<file path="config.mk">
export PLATFORM = sky130hd
export DESIGN_NAME = usb_out_rx
export DESIGN_NICKNAME = d
export VERILOG_FILES = /design/src/rtl/usb_out_pkg.sv /design/src/rtl/out_ep_table.sv /design/src/rtl/out_rx_fifo.sv /design/src/rtl/usb_out_rx.sv
export SDC_FILE = /design/constraint.sdc
export NUM_CORES = 1
export LEC_CHECK = 0
export BUFFER_PORTS_ARGS = -buffer_cell sky130_fd_sc_hd__buf_2
export CAP_MARGIN = 10
export CORE_ASPECT_RATIO = 0.5
export CORE_MARGIN = 4
export CORE_UTILIZATION = 35
export CTS_CLUSTER_SIZE = 8
export DETAILED_ROUTE_END_ITERATION = 8
export GPL_ROUTABILITY_DRIVEN = 0
export PLACE_DENSITY = 0.56
export SLEW_MARGIN = 10
export SYNTH_ARGS = -nofsm -noshare
export SYNTH_HDL_FRONTEND = slang
export SYNTH_SLANG_ARGS = --single-unit
export TNS_END_PERCENT = 30
</file>
<file path="constraint.sdc">
create_clock -name clk -period 3.39 [get_ports clk]
set_input_delay 0.339 -clock clk [delete_from_list [all_inputs] [get_ports clk]]
set_output_delay 0.339 -clock clk [all_outputs]
set_load 0.02 [all_outputs]
</file>
<file path="src/rtl/usb_out_pkg.sv">
package usb_out_pkg;
  typedef enum logic [1:0] {
    HS_ACK   = 2'b00,
    HS_NAK   = 2'b01,
    HS_STALL = 2'b10
  } hs_t;

  typedef enum logic [1:0] {
    ST_IDLE = 2'b00,
    ST_RECV = 2'b01,
    ST_SKIP = 2'b10
  } rx_st_t;
endpackage

</file>
<file path="src/rtl/out_ep_table.sv">
module out_ep_table #(
  parameter int NUM_EP = 16,
  localparam int EPW = $clog2(NUM_EP)
) (
  input  logic              clk,
  input  logic              rst,
  input  logic              ctl_wr,
  input  logic [EPW-1:0]    ctl_ep,
  input  logic              ctl_en,
  input  logic              ctl_stall,
  input  logic              flush,
  input  logic              auto_clr,
  input  logic [EPW-1:0]    auto_ep,
  output logic [NUM_EP-1:0] en_vec,
  output logic [NUM_EP-1:0] stall_vec
);
  for (genvar i = 0; i < NUM_EP; i++) begin : g_ep
    logic hit_wr, hit_clr;
    assign hit_wr  = ctl_wr && (ctl_ep == EPW'(i));
    assign hit_clr = auto_clr && (auto_ep == EPW'(i));

    always_ff @(posedge clk) begin
      if (rst) begin
        en_vec[i]    <= 1'b0;
        stall_vec[i] <= 1'b0;
      end else begin
        if (hit_wr) begin
          stall_vec[i] <= ctl_stall;
          en_vec[i]    <= ctl_en && !ctl_stall;
        end
        if (hit_clr || flush) en_vec[i] <= 1'b0;
      end
    end

    assert_stall_wins_R10: assert property (@(posedge clk) disable iff (rst)
      (hit_wr && ctl_stall) |=> (stall_vec[i] && !en_vec[i]));
  end

  assert_flush_disables_R12: assert property (@(posedge clk) disable iff (rst)
    flush |=> (en_vec == '0));
endmodule

</file>
<file path="src/rtl/out_rx_fifo.sv">
module out_rx_fifo #(
  parameter int DEPTH = 66,
  parameter int DW    = 8,
  localparam int AW = $clog2(DEPTH),
  localparam int LW = $clog2(DEPTH + 1)
) (
  input  logic          clk,
  input  logic          rst,
  input  logic          flush,
  input  logic          restart,
  input  logic          wr_en,
  input  logic [DW-1:0] wr_data,
  input  logic          commit,
  input  logic          rollback,
  input  logic          rd_pop,
  output logic [DW-1:0] rd_data,
  output logic [LW-1:0] level,
  output logic          empty,
  output logic          ovf
);
  logic [DW-1:0] mem [DEPTH];
  logic [LW-1:0] wr_cnt, commit_cnt, rd_ptr;

  assign level   = commit_cnt - rd_ptr;
  assign empty   = (level == '0);
  assign rd_data = mem[rd_ptr[AW-1:0]];

  always_ff @(posedge clk) begin
    if (wr_en && (wr_cnt < LW'(DEPTH))) mem[wr_cnt[AW-1:0]] <= wr_data;
  end

  always_ff @(posedge clk) begin
    if (rst || flush) begin
      wr_cnt     <= '0;
      commit_cnt <= '0;
      rd_ptr     <= '0;
      ovf        <= 1'b0;
    end else if (restart) begin
      wr_cnt     <= '0;
      commit_cnt <= '0;
      rd_ptr     <= '0;
      ovf        <= 1'b0;
    end else begin
      if (wr_en) begin
        if (wr_cnt == LW'(DEPTH)) ovf <= 1'b1;
        else                      wr_cnt <= wr_cnt + 1'b1;
      end
      if (commit) commit_cnt <= wr_cnt;
      if (rollback) begin
        wr_cnt <= '0;
        ovf    <= 1'b0;
      end
      if (rd_pop && !empty) rd_ptr <= rd_ptr + 1'b1;
    end
  end

  assert_level_bound_R4: assert property (@(posedge clk) disable iff (rst)
    level <= LW'(DEPTH));
  assert_rollback_empty_R11: assert property (@(posedge clk) disable iff (rst)
    rollback |=> empty);
  assert_pop_empty_R5: assert property (@(posedge clk) disable iff (rst)
    (rd_pop && empty && !commit && !restart) |=> (level == '0));
endmodule

</file>
<file path="src/rtl/usb_out_rx.sv">
module usb_out_rx
  import usb_out_pkg::*;
#(
  parameter int NUM_EP = 16,
  parameter int DEPTH  = 66,
  parameter int DW     = 8,
  localparam int EPW = $clog2(NUM_EP),
  localparam int LW  = $clog2(DEPTH + 1)
) (
  input  logic           clk,
  input  logic           rst,
  input  logic           ctl_wr,
  input  logic [EPW-1:0] ctl_ep,
  input  logic           ctl_en,
  input  logic           ctl_stall,
  input  logic           ctl_flush,
  input  logic           rd_pop,
  output logic [DW-1:0]  rd_data,
  output logic [LW-1:0]  fifo_level,
  input  logic           ev_clr,
  output logic           done_pend,
  output logic [EPW-1:0] stat_ep,
  input  logic           tok_valid,
  input  logic [EPW-1:0] tok_ep,
  input  logic           rx_valid,
  input  logic [DW-1:0]  rx_data,
  input  logic           rx_eop,
  input  logic           rx_crc_ok,
  output logic           hs_valid,
  output logic [1:0]     hs_code
);
  rx_st_t            state;
  hs_t               skip_code;
  logic [EPW-1:0]    cur_ep;
  logic [NUM_EP-1:0] en_vec, stall_vec;
  logic              f_empty, f_ovf;
  logic              tok_stall, tok_ok, live;
  logic              f_restart, f_wr, f_commit, f_rollback;

  assign live      = !ctl_flush && !tok_valid;
  assign tok_stall = stall_vec[tok_ep];
  assign tok_ok    = en_vec[tok_ep] && !done_pend && f_empty;

  assign f_restart  = !ctl_flush && tok_valid && !tok_stall && tok_ok;
  assign f_wr       = live && (state == ST_RECV) && rx_valid;
  assign f_commit   = live && (state == ST_RECV) && rx_eop && rx_crc_ok && !f_ovf;
  assign f_rollback = live && (state == ST_RECV) && rx_eop && !(rx_crc_ok && !f_ovf);

  out_ep_table #(.NUM_EP(NUM_EP)) u_table (
    .clk      (clk),
    .rst      (rst),
    .ctl_wr   (ctl_wr),
    .ctl_ep   (ctl_ep),
    .ctl_en   (ctl_en),
    .ctl_stall(ctl_stall),
    .flush    (ctl_flush),
    .auto_clr (f_commit),
    .auto_ep  (cur_ep),
    .en_vec   (en_vec),
    .stall_vec(stall_vec)
  );

  out_rx_fifo #(.DEPTH(DEPTH), .DW(DW)) u_fifo (
    .clk     (clk),
    .rst     (rst),
    .flush   (ctl_flush),
    .restart (f_restart),
    .wr_en   (f_wr),
    .wr_data (rx_data),
    .commit  (f_commit),
    .rollback(f_rollback),
    .rd_pop  (rd_pop),
    .rd_data (rd_data),
    .level   (fifo_level),
    .empty   (f_empty),
    .ovf     (f_ovf)
  );

  always_ff @(posedge clk) begin
    if (rst) begin
      state     <= ST_IDLE;
      skip_code <= HS_NAK;
      cur_ep    <= '0;
      done_pend <= 1'b0;
      stat_ep   <= '0;
      hs_valid  <= 1'b0;
      hs_code   <= HS_ACK;
    end else begin
      hs_valid <= 1'b0;
      if (ev_clr) done_pend <= 1'b0;
      if (ctl_flush) begin
        state <= ST_IDLE;
      end else if (tok_valid) begin
        cur_ep <= tok_ep;
        if (tok_stall) begin
          state     <= ST_SKIP;
          skip_code <= HS_STALL;
        end else if (tok_ok) begin
          state <= ST_RECV;
        end else begin
          state     <= ST_SKIP;
          skip_code <= HS_NAK;
        end
      end else if (rx_eop) begin
        if (state == ST_RECV && f_commit) begin
          hs_valid  <= 1'b1;
          hs_code   <= HS_ACK;
          done_pend <= 1'b1;
          stat_ep   <= cur_ep;
        end else if (state == ST_SKIP && rx_crc_ok) begin
          hs_valid <= 1'b1;
          hs_code  <= skip_code;
        end
        state <= ST_IDLE;
      end
    end
  end

  assert_ack_sets_done_R3: assert property (@(posedge clk) disable iff (rst)
    (hs_valid && hs_code == HS_ACK) |-> done_pend);
  assert_stat_hold_R3: assert property (@(posedge clk) disable iff (rst)
    !(hs_valid && hs_code == HS_ACK) |-> $stable(stat_ep));
  assert_done_from_ack_R2: assert property (@(posedge clk) disable iff (rst)
    $rose(done_pend) |-> (hs_valid && hs_code == HS_ACK));
  assert_clr_done_R7: assert property (@(posedge clk) disable iff (rst)
    (ev_clr && !f_commit) |=> !done_pend);
endmodule

</file>
==> results of run 1 <==
## power groups by stage
| stage | logic, mW | registers (mW) | clock network, mW |
|---|---|---|---|
| 2_1_floorplan | 1.01 | 8.27 | 0 |
| 3_3_place_gp | 1.46 | 8.30 | 0 |
| 3_5_place_dp | 1.46 | 8.30 | 0 |
| 4_1_cts | 1.62 | 8.14 | 7.56 |
| 5_1_grt | 1.82 | 8.13 | 7.92 |
| 6_report | 1.69 | 8.15 | 7.38 |
## cell type report
type,instances,area (µm²)
Antenna cell,1,2.502
Inverter,21,78.83
Fill cell,5951,38860
Multi-Input combinational cell,697,6628
Timing Repair Buffer,179,1495
Sequential cell,605,17400
Clock inverter,2,12.51
Tap cell,897,1122
Clock buffer,98,2218
## through the flow
step / power [mW] / instance area [µm²] / hold slack [ps]
CTS: 17.32 / 28760 / 17.67
floorplan: 9.278 / 24310 / 433.4
global placement: 9.759 / 26300 / 444.2
global route: 17.87 / 28960 / 73.32
finish: 17.21 / 28960 / 50.89
detailed placement: 9.766 / 26300 / 446.9
## routing by layer
layer	vias to the layer above	global-route usage, %
li1	5938	-
met2	411	24.59
met1	6902	23.43
met3	81	3.279
met5	-	0
met4	0	3.622
## what timing repair did
| item | in CTS | in global routing |
|---|---|---|
| hold buffers | 1 | 0 |
| gates cloned | 2 | 4 |
| resized for setup | 17 | 20 |
| pin swaps | 1 | 5 |
| endpoints found under the hold margin | 1 | 0 |
| setup endpoints to repair | 8 | 9 |
| setup buffers | 6 | 7 |
## flip-flops by register name (all words and copies together) (netlist names), named ones only
register           flops
cur_ep                 4
u_table.stall_vec     16
u_fifo.rd_ptr          7
u_table.en_vec        16
state                  2
u_fifo.mem           528
u_fifo.ovf             1
hs_code                2
stat_ep                4
done_pend              1
skip_code              2
hs_valid               1
u_fifo.commit_cnt      7
u_fifo.wr_cnt          7
## worst max-delay path: cells and delay by family, from the launching register on
kind                   cells  cell delay, ps
buffers and inverters      4             680
DFF                        1             420
muxes                      2            1000
AOI/OAI and AO/OA          2             310
## logic make-up (layout without fill, tap and decap cells)
group | Yosys count | in the layout | share of synthesized area, %
buffers and inverters | 94 | 300 | 1.637
adders and majority gates | 10 | 10 | 0.5456
and+or+nand+nor | 312 | 312 | 6.063
DFF | 605 | 605 | 71.56
other | 0 | 1 | 0
muxes | 214 | 214 | 15.41
AOI/OAI and AO/OA | 151 | 151 | 4.421
xor gates and xnor gates | 10 | 10 | 0.3603
## path summary, 6_finish.rpt
check	slack [ps]	end
worst max-delay path	30	rd_data[4]
worst min-delay path	50	state[1]
worst max register to register	510	u_fifo.wr_cnt[4]
worst min register to register	450	stat_ep[2]
## placed cells by master, fill, tap and decap left out, types with 4 or more instances in the layout
| cell type | count |
|---|---|
| a22oi_1 | 23 |
| a21oi_1 | 45 |
| xnor2_1 | 5 |
| edfxtp_1 | 528 |
| nand2b_1 | 17 |
| dfxtp_1 | 75 |
| a211oi_2 | 5 |
| nand2_1 | 69 |
| and2_1 | 4 |
| or3_1 | 12 |
| nand4_1 | 11 |
| mux4_2 | 128 |
| nor2_1 | 120 |
| a31o_2 | 8 |
| clkbuf_16 | 91 |
| a311oi_1 | 4 |
| nand3_1 | 30 |
| buf_4 | 114 |
| clkbuf_1 | 11 |
| buf_2 | 45 |
| nor2b_1 | 15 |
| o22ai_2 | 4 |
| a211oi_1 | 16 |
| mux2i_1 | 83 |
| o21ai_0 | 12 |
| a221o_1 | 6 |
| nor3_1 | 6 |
| and3_1 | 9 |
| nor3b_1 | 5 |
| xor2_1 | 5 |
| buf_12 | 9 |
| ha_1 | 9 |
| inv_1 | 19 |
==> run summary, run 1 <==
Full die area: 74,000 µm²
Min-delay src: tok_valid
Layout cells sized above 1: 27.40%
Clock skew: 14.42 ps
Yosys reg bits: 605
Slew HR: 16.02%
Cell mode on critical path: mux4_2
Number of synthesized flops with an enable pin: 528
Most frequent cell after synthesis: edfxtp_1
Clk Latency, worst-skew pair: 610 ps
Max-cap violations: 0
Mapped Area: 24,310 µm²
CP Launch Type: flop
Post-synth top area share: 65.22%
Vias: 13,332
Clock transition at path regs: 50 ps
CP max-delay cell: mux4_2
Final core utilization: 42.70%
Area contributors post-synth: edfxtp_1 65%, mux4_2 12%, dfxtp_1 6.3%
Clk sinks: 605
Final net count: 1,627
Max Freq: 297.5 MHz
Clk pwr share: 42.9%
Drc violations: 0
Final ANT Viol Nets: 0
Class of the most critical setup path: flop to primary output
Die Wd: 380.7 µm
Gate power share: 9.8%
Post-route setup slack: 28.93 ps
Vias in the first global route: 13,485
DR pass1 iterations: 6
WP data arrival: 3020 ps
Core area: 67,820 µm²
Netlist cell types: 59
Sw power: 3.775 mW
Rows: 67
Internal power: 13.44 mW
R2r startpoint: u_fifo.rd_ptr[0]
Clock buffer depth: 3
IO Port Bufs: 50
Worst-Margin Slew: 1260 ps
Setup-failing EPs final: 0
Hold Path Cell Cnt: 3
Share of total power in sequential cells: 47.3%
Status: completed
Fin. Hold Viols: 0
Finished Layout Cells: 2,500
Num CTS Buffers: 85
Placed insts: 2,381
Tightest Hold Check Type: primary input to flop
WL met3: 3688 µm
Worst path max stage delay: 530 ps
Initial core utilization: 35.85%
Depth of the most critical reg-to-reg path: 8
Req. time, crit path: 3050 ps
First-pass GRT wire length: 88,560 µm
CP max FO: 6
WL/cell: 23.82 µm
TritonCTS clock tree: done
Initial DRC count: 1,201
Setup TNS: 0 ps
Slew Viols, Final: 0
H-tree level count: 3
Minimum clock period: 3361 ps
Sw Share: 21.93%
Area Growth Syn to Fin: 19.13%
Unrepaired setup endpoints after global routing: yes
Top cells by count, synth: 528 x edfxtp_1, 128 x mux4_2, 121 x nor2_1
Met2 Wirelength: 27,470 µm
VDD IR-drop max: 0.0004023 V
Post-synthesis sequential area ratio: 71.56%
GRT overflow: 0
Main flop type after synthesis: edfxtp_1
HPWL after detailed placement: 36,550 µm
Final WL: 59,560 µm
Crit path cell chain: buf_12 -> buf_16 -> buf_4 -> mux4_2 -> mux4_2 -> o22ai_2 -> a211oi_1 -> buf_2
Crit end category: primary output
Die H: 194.4 µm
WL met1: 27,300 µm
Synth async-reset ratio: 0%
Root buffer cell: clkbuf_16
GRT Total Usage: 15.96%
Number of synthesis warnings: 0
Post-Synthesis Cells: 1,396
Crit share post-route: 99.15%
Avg Cell Area, Syn: 17.41 µm²
Initial antenna violation count: 0
DR top layer: met4
Static leakage: 9.303 nW
PD cells: 594.4 nW/µm²
Io pins: 51
Largest net degree at the start of global routing: 67
Pre-CTS setup slack: 352.1 ps
Vias per cell: 5.333
Synth Net Count: 1,434
Post-synth top area cell: edfxtp_1
(Power assumes the default switching activity.)
==> inputs of run 2 (changes only) <==
- CELL_PAD_IN_SITES_DETAIL_PLACEMENT: default -> 1
- CELL_PAD_IN_SITES_GLOBAL_PLACEMENT: default -> 1
- CTS_CLUSTER_DIAMETER: default -> 30
- PLACE_DENSITY: 0.56 -> 0.61
==> run 2 against run 1 <==
  * Sequential power is essentially flat
  * Routed wire length grew 6.2%
  * Core utilization grew 1.1 points
  * Power grew 11%
  * Critical endpoint is now rd_data[3]
  * The flow now finishes with violations (negative setup slack)
  * Largest power group is now the clock network
  * Clock power grew 27%
  * Highest routed layer unchanged
  * Clock skew grew 26 ps
==> run summary, run 2 (synthesis gave the netlist of run 1 again) <==
Full die area: 74,000 µm²
Die Wd: 380.7 µm
Reg2Reg Setup Slack: 380 ps
Post-route setup slack: -107.1 ps
GRT Total Usage: 17.05%
DR pass1 iterations: 5
Root buffer cell: clkbuf_16
Die H: 194.4 µm
Crit share post-route: 103.2%
Num CTS Buffers: 103
Clock buffer depth: 3
Worst-Margin Slew: 1130 ps
TritonCTS clock tree: done
Slew HR: 24.67%
Commonest non-fill, non-tap cells in the layout: 528 x edfxtp_1, 128 x mux4_2, 121 x nor2_1, 107 x clkbuf_16, 100 x buf_4
CP max FO: 20
# diodes: 0
Initial antenna violation count: 0
H-tree level count: 3
Final ANT Viol Nets: 0
Clock transition at path regs: 50 ps
Initial core utilization: 35.85%
Layout cells sized above 1: 28.29%
Io pins: 51
Clock skew: 40.84 ps
Slew Viols, Final: 0
Max FFs per register: 528
Placed insts: 2,367
Worst path max stage delay: 560 ps
Clk sinks: 605
GRT overflow: 0
Finished Layout Cells: 2,555
Number of fill cells: 6,527
Finished Cell Area: 29,730 µm²
Most common cell after layout, fill and taps aside: edfxtp_1
Clk Latency, worst-skew pair: 640 ps
Max-cap violations: 0
First-pass GRT wire length: 95,610 µm
WP data arrival: 3160 ps
Violated checks: negative setup slack
Crit path cell chain: buf_12 -> buf_12 -> buf_16 -> mux4_2 -> mux4_2 -> o22ai_4 -> a211oi_1 -> buf_2
Final WL: 63,220 µm
CP Launch Type: flop
Fin. Hold Viols: 0
Status: complete, but fails checks
Drc violations: 0
Largest net degree at the start of global routing: 67
Rows: 67
CP max-delay cell: mux4_2
Setup-failing EPs final: 7
Unrepaired setup endpoints after global routing: yes
Placed Area: 26,190 µm²
Final net count: 1,627
Core area: 67,820 µm²
Max Freq: 285.9 MHz
Initial DRC count: 1,045
WL/cell: 24.74 µm
Minimum clock period: 3497 ps
Setup TNS: -438.8 ps
Vias per cell: 5.350
Req. time, crit path: 3050 ps
Class of the most critical setup path: flop to primary output
IO Port Bufs: 50
VDD IR-drop max: 0.0004015 V
Vias in the first global route: 14,718
Vias: 13,670
Crit end category: primary output
HPWL after detailed placement: 39,920 µm
Tightest Hold Check Type: primary input to flop
PD cells: 644.6 nW/µm²
Static leakage: 9.623 nW
Area Growth Syn to Fin: 22.27%
[run 2: where the power goes]
part	internal, mW	total (mW)	leakage (nW)	switching [mW]
Combinational	0.756	1.63	2.74	0.873
Sequential	8.12	8.15	5.37	0.0286
Clock	6.00	9.38	1.51	3.38
[run 2: timing repair]
item | in CTS | in global routing
cloned | 0 | 2
hold buffers | 1 | 0
endpoints found under the setup margin | 8 | 9
pin swaps | 5 | 6
resized for setup | 24 | 16
setup buffers | 5 | 6
endpoints found under the hold margin | 1 | 0
[run 2: final cells by class]
cell class	instances	area (µm²)	share of cell area (%)
sequential	605	17410	58.55
tap	897	1122	3.776
clock inverter	44	375.4	1.263
timing repair buffer	161	1348	4.533
multi-input combinational	697	6655	22.39
clock buffer	130	2741	9.222
inverter	21	78.83	0.2652
[run 2: final timing paths]
| kind | to | depth (start not counted) | from |
|---|---|---|---|
| max reg2reg | u_fifo.rd_ptr[2] | 8 | u_fifo.rd_ptr[1] |
| min reg2reg | stat_ep[1] | 2 | stat_ep[1] |
| max | rd_data[3] | 8 | flop |
| min | cur_ep[3] | 3 | tok_ep[3] |
[run 2: metal layers]
| metal | vias up | wire length (µm) | track usage [%] |
|---|---|---|---|
| li1 | 5979 | - | - |
| met1 | 7256 | 28370 | 23.81 |
| met2 | 358 | 30750 | 27.83 |
| met3 | 77 | 3157 | 3.279 |
| met4 | 0 | 949 | 3.877 |
| met5 | - | 0 | 0 |
[run 2: critical path: cells and delay by family (launching register included)]
family          cells  cell delay [ps]
buf+inv             4              650
mux                 2             1090
compound gates      2              320
flops               1              450
[run 2: metrics by stage]
step / util, % / worst slack, ps / total power, mW / hold slack (ps)
2_1_floorplan: - / 679.3 / 9.278 / 433.4
3_3_place_gp: 38.62 / 127.0 / 9.714 / 446.2
3_5_place_dp: 38.62 / 90.83 / 9.763 / 459.7
4_1_cts: 43.54 / -218.9 / 19.29 / 7.903
5_1_grt: 43.83 / -238.3 / 19.89 / 46.37
6_report: 43.83 / -107.1 / 19.16 / 47.95
==> inputs of run 3 (changes only) <==
- CORE_MARGIN: 4 -> 3
- clock period: 3.39 -> 3.63 ns (I/O delays scaled with it)
==> run 3 against run 2 <==
  * The flow now finishes without violations
  * Non-clock buffer count shrank 21
  * Register-to-register slack gained 230 ps
  * Worst setup slack gained 230 ps
  * Clock power shrank 1%
  * Power shrank 4.2%
==> run summary, run 3 (synthesis gave the netlist of run 1 again) <==
Status: completed
Crit end category: primary output
Class of the most critical setup path: flop to primary output
Worst-Margin Slew: 1174 ps
Slew Viols, Final: 0
R2r startpoint: u_fifo.rd_ptr[0]
Area Growth Syn to Fin: 21.87%
Final net count: 1,606
Gate power share: 7.9%
Initial antenna violation count: 0
Tightest Hold Check Type: primary input to flop
# diodes: 0
Minimum clock period: 3508 ps
Most common cell after layout, fill and taps aside: edfxtp_1
Share of total power in sequential cells: 41.4%
Largest net degree at the start of global routing: 67
Root buffer cell: clkbuf_16
Drc violations: 0
Die Wd: 378.7 µm
Static leakage: 9.592 nW
Clk sinks: 605
Max FFs per register: 528
Finished Cell Area: 29,630 µm²
H-tree level count: 3
Internal power: 14.31 mW
GRT overflow: 0
Fin. Hold Viols: 0
CP Launch Type: flop
Rows: 67
Final WL: 62,790 µm
Io pins: 51
Die H: 192.4 µm
GRT Total Usage: 17.60%
Layout cells sized above 1: 27.08%
Hold Path Cell Cnt: 3
Clk Latency, worst-skew pair: 650 ps
HPWL after detailed placement: 39,540 µm
Vias per cell: 5.366
Setup-failing EPs final: 0
Vias in the first global route: 14,584
Num CTS Buffers: 103
Sw Share: 22.10%
Clock skew: 31.20 ps
Crit share post-route: 96.64%
Initial core utilization: 35.85%
Final ANT Viol Nets: 0
DR pass1 iterations: 5
Worst setup path end: rd_data[1]
IO Port Bufs: 50
Placed Area: 25,980 µm²
First-pass GRT wire length: 94,480 µm
Depth of the most critical reg-to-reg path: 8
Core area: 67,820 µm²
Initial DRC count: 985
WP data arrival: 3140 ps
Req. time, crit path: 3270 ps
VDD IR-drop max: 0.0003639 V
Clk pwr share: 50.6%
Commonest non-fill, non-tap cells in the layout: 528 x edfxtp_1, 128 x mux4_2, 120 x nor2_1, 110 x clkbuf_16, 83 x mux2i_1
Final core utilization: 43.69%
Full die area: 72,850 µm²
WL/cell: 24.79 µm
Max-cap violations: 0
Number of fill cells: 6,502
Sw power: 4.058 mW
Clock buffer depth: 3
PD cells: 619.8 nW/µm²
Slew HR: 21.72%
Reg2Reg Setup Slack: 610 ps
Max Freq: 285.1 MHz
Clock transition at path regs: 50 ps
TritonCTS clock tree: done
CP max FO: 28
Vias: 13,591
Area of the multi-input gates: 6580 µm²
Unrepaired setup endpoints after global routing: yes
Register area: 17,410 µm²
## run 3: cell count changes in the layout (fill, tap and decap cells not counted), moves of 4 or more
cell      change
clkinv_1      -9
clkbuf_8      +5
buf_4        -18
buf_2         +4
a22oi_2       -5
a22oi_1       +5
## run 3: critical path, cell delays in order (launching register included)
cell	delay (ps)
dfxtp_4	430
buf_4	190
buf_16	260
mux4_2	550
mux4_2	550
o22ai_2	200
a211oi_1	90
buf_2	200
## run 3: worst min path at each step
stage	end	slack (ps)	start
finish	state[1]	40	tok_valid
global route	state[1]	50	tok_valid
CTS	state[1]	1	tok_valid
detailed placement	stat_ep[0]	460	stat_ep[0]
global placement	stat_ep[3]	450	stat_ep[3]
floorplan	u_table.stall_vec[0]	430	u_table.stall_vec[0]
## run 3: area by class of cell
cell class              count  area share [%]
well taps                 897           3.788
repair buffers            140           3.758
flip-flops and latches    605           58.75
inverters                  21          0.2660
clock inverters            34           1.339
multi-input cells         697           22.21
clock buffers             139           9.894
## run 3: layer usage
layer  up-vias  GRT usage, %  part of all wire (%)  wire, µm
li1       5935             -                     -         -
met1      7179         23.55                    44     27470
met2       382         28.74                    48     30250
met3        95         4.219                   6.0      3741
met4         0         5.036                   2.1      1332
met5         -             0                     0         0
## run 3: stage by stage
step                TNS [ps]  hold slack [ps]  cells  total power, mW  setup slack [ps]
floorplan                  0            433.4   1396            8.665             919.3
global placement           0            448.1   2340            9.050             483.7
detailed placement         0            457.8   2340            9.092             475.5
CTS                   -38.47            1.181   2522            18.55            -32.10
global route          -56.77            48.90   2533            19.00            -30.93
finish                     0            42.32   2533            18.36             122.1
## run 3: power groups by stage
stage	Combinational (mW)	Clock, mW	Sequential [mW]
2_1_floorplan	0.946	0	7.72
3_3_place_gp	1.31	0	7.74
3_5_place_dp	1.35	0	7.74
4_1_cts	1.47	9.46	7.61
5_1_grt	1.56	9.84	7.60
6_report	1.46	9.29	7.61
## run 3: timing repair
item	4_1_cts	5_1_grt
hold endpoints to repair	1	0
endpoints found under the setup margin	8	7
resized for setup	14	3
gates cloned	3	0
hold buffers	1	0
pin swaps	3	2
setup buffers	5	11
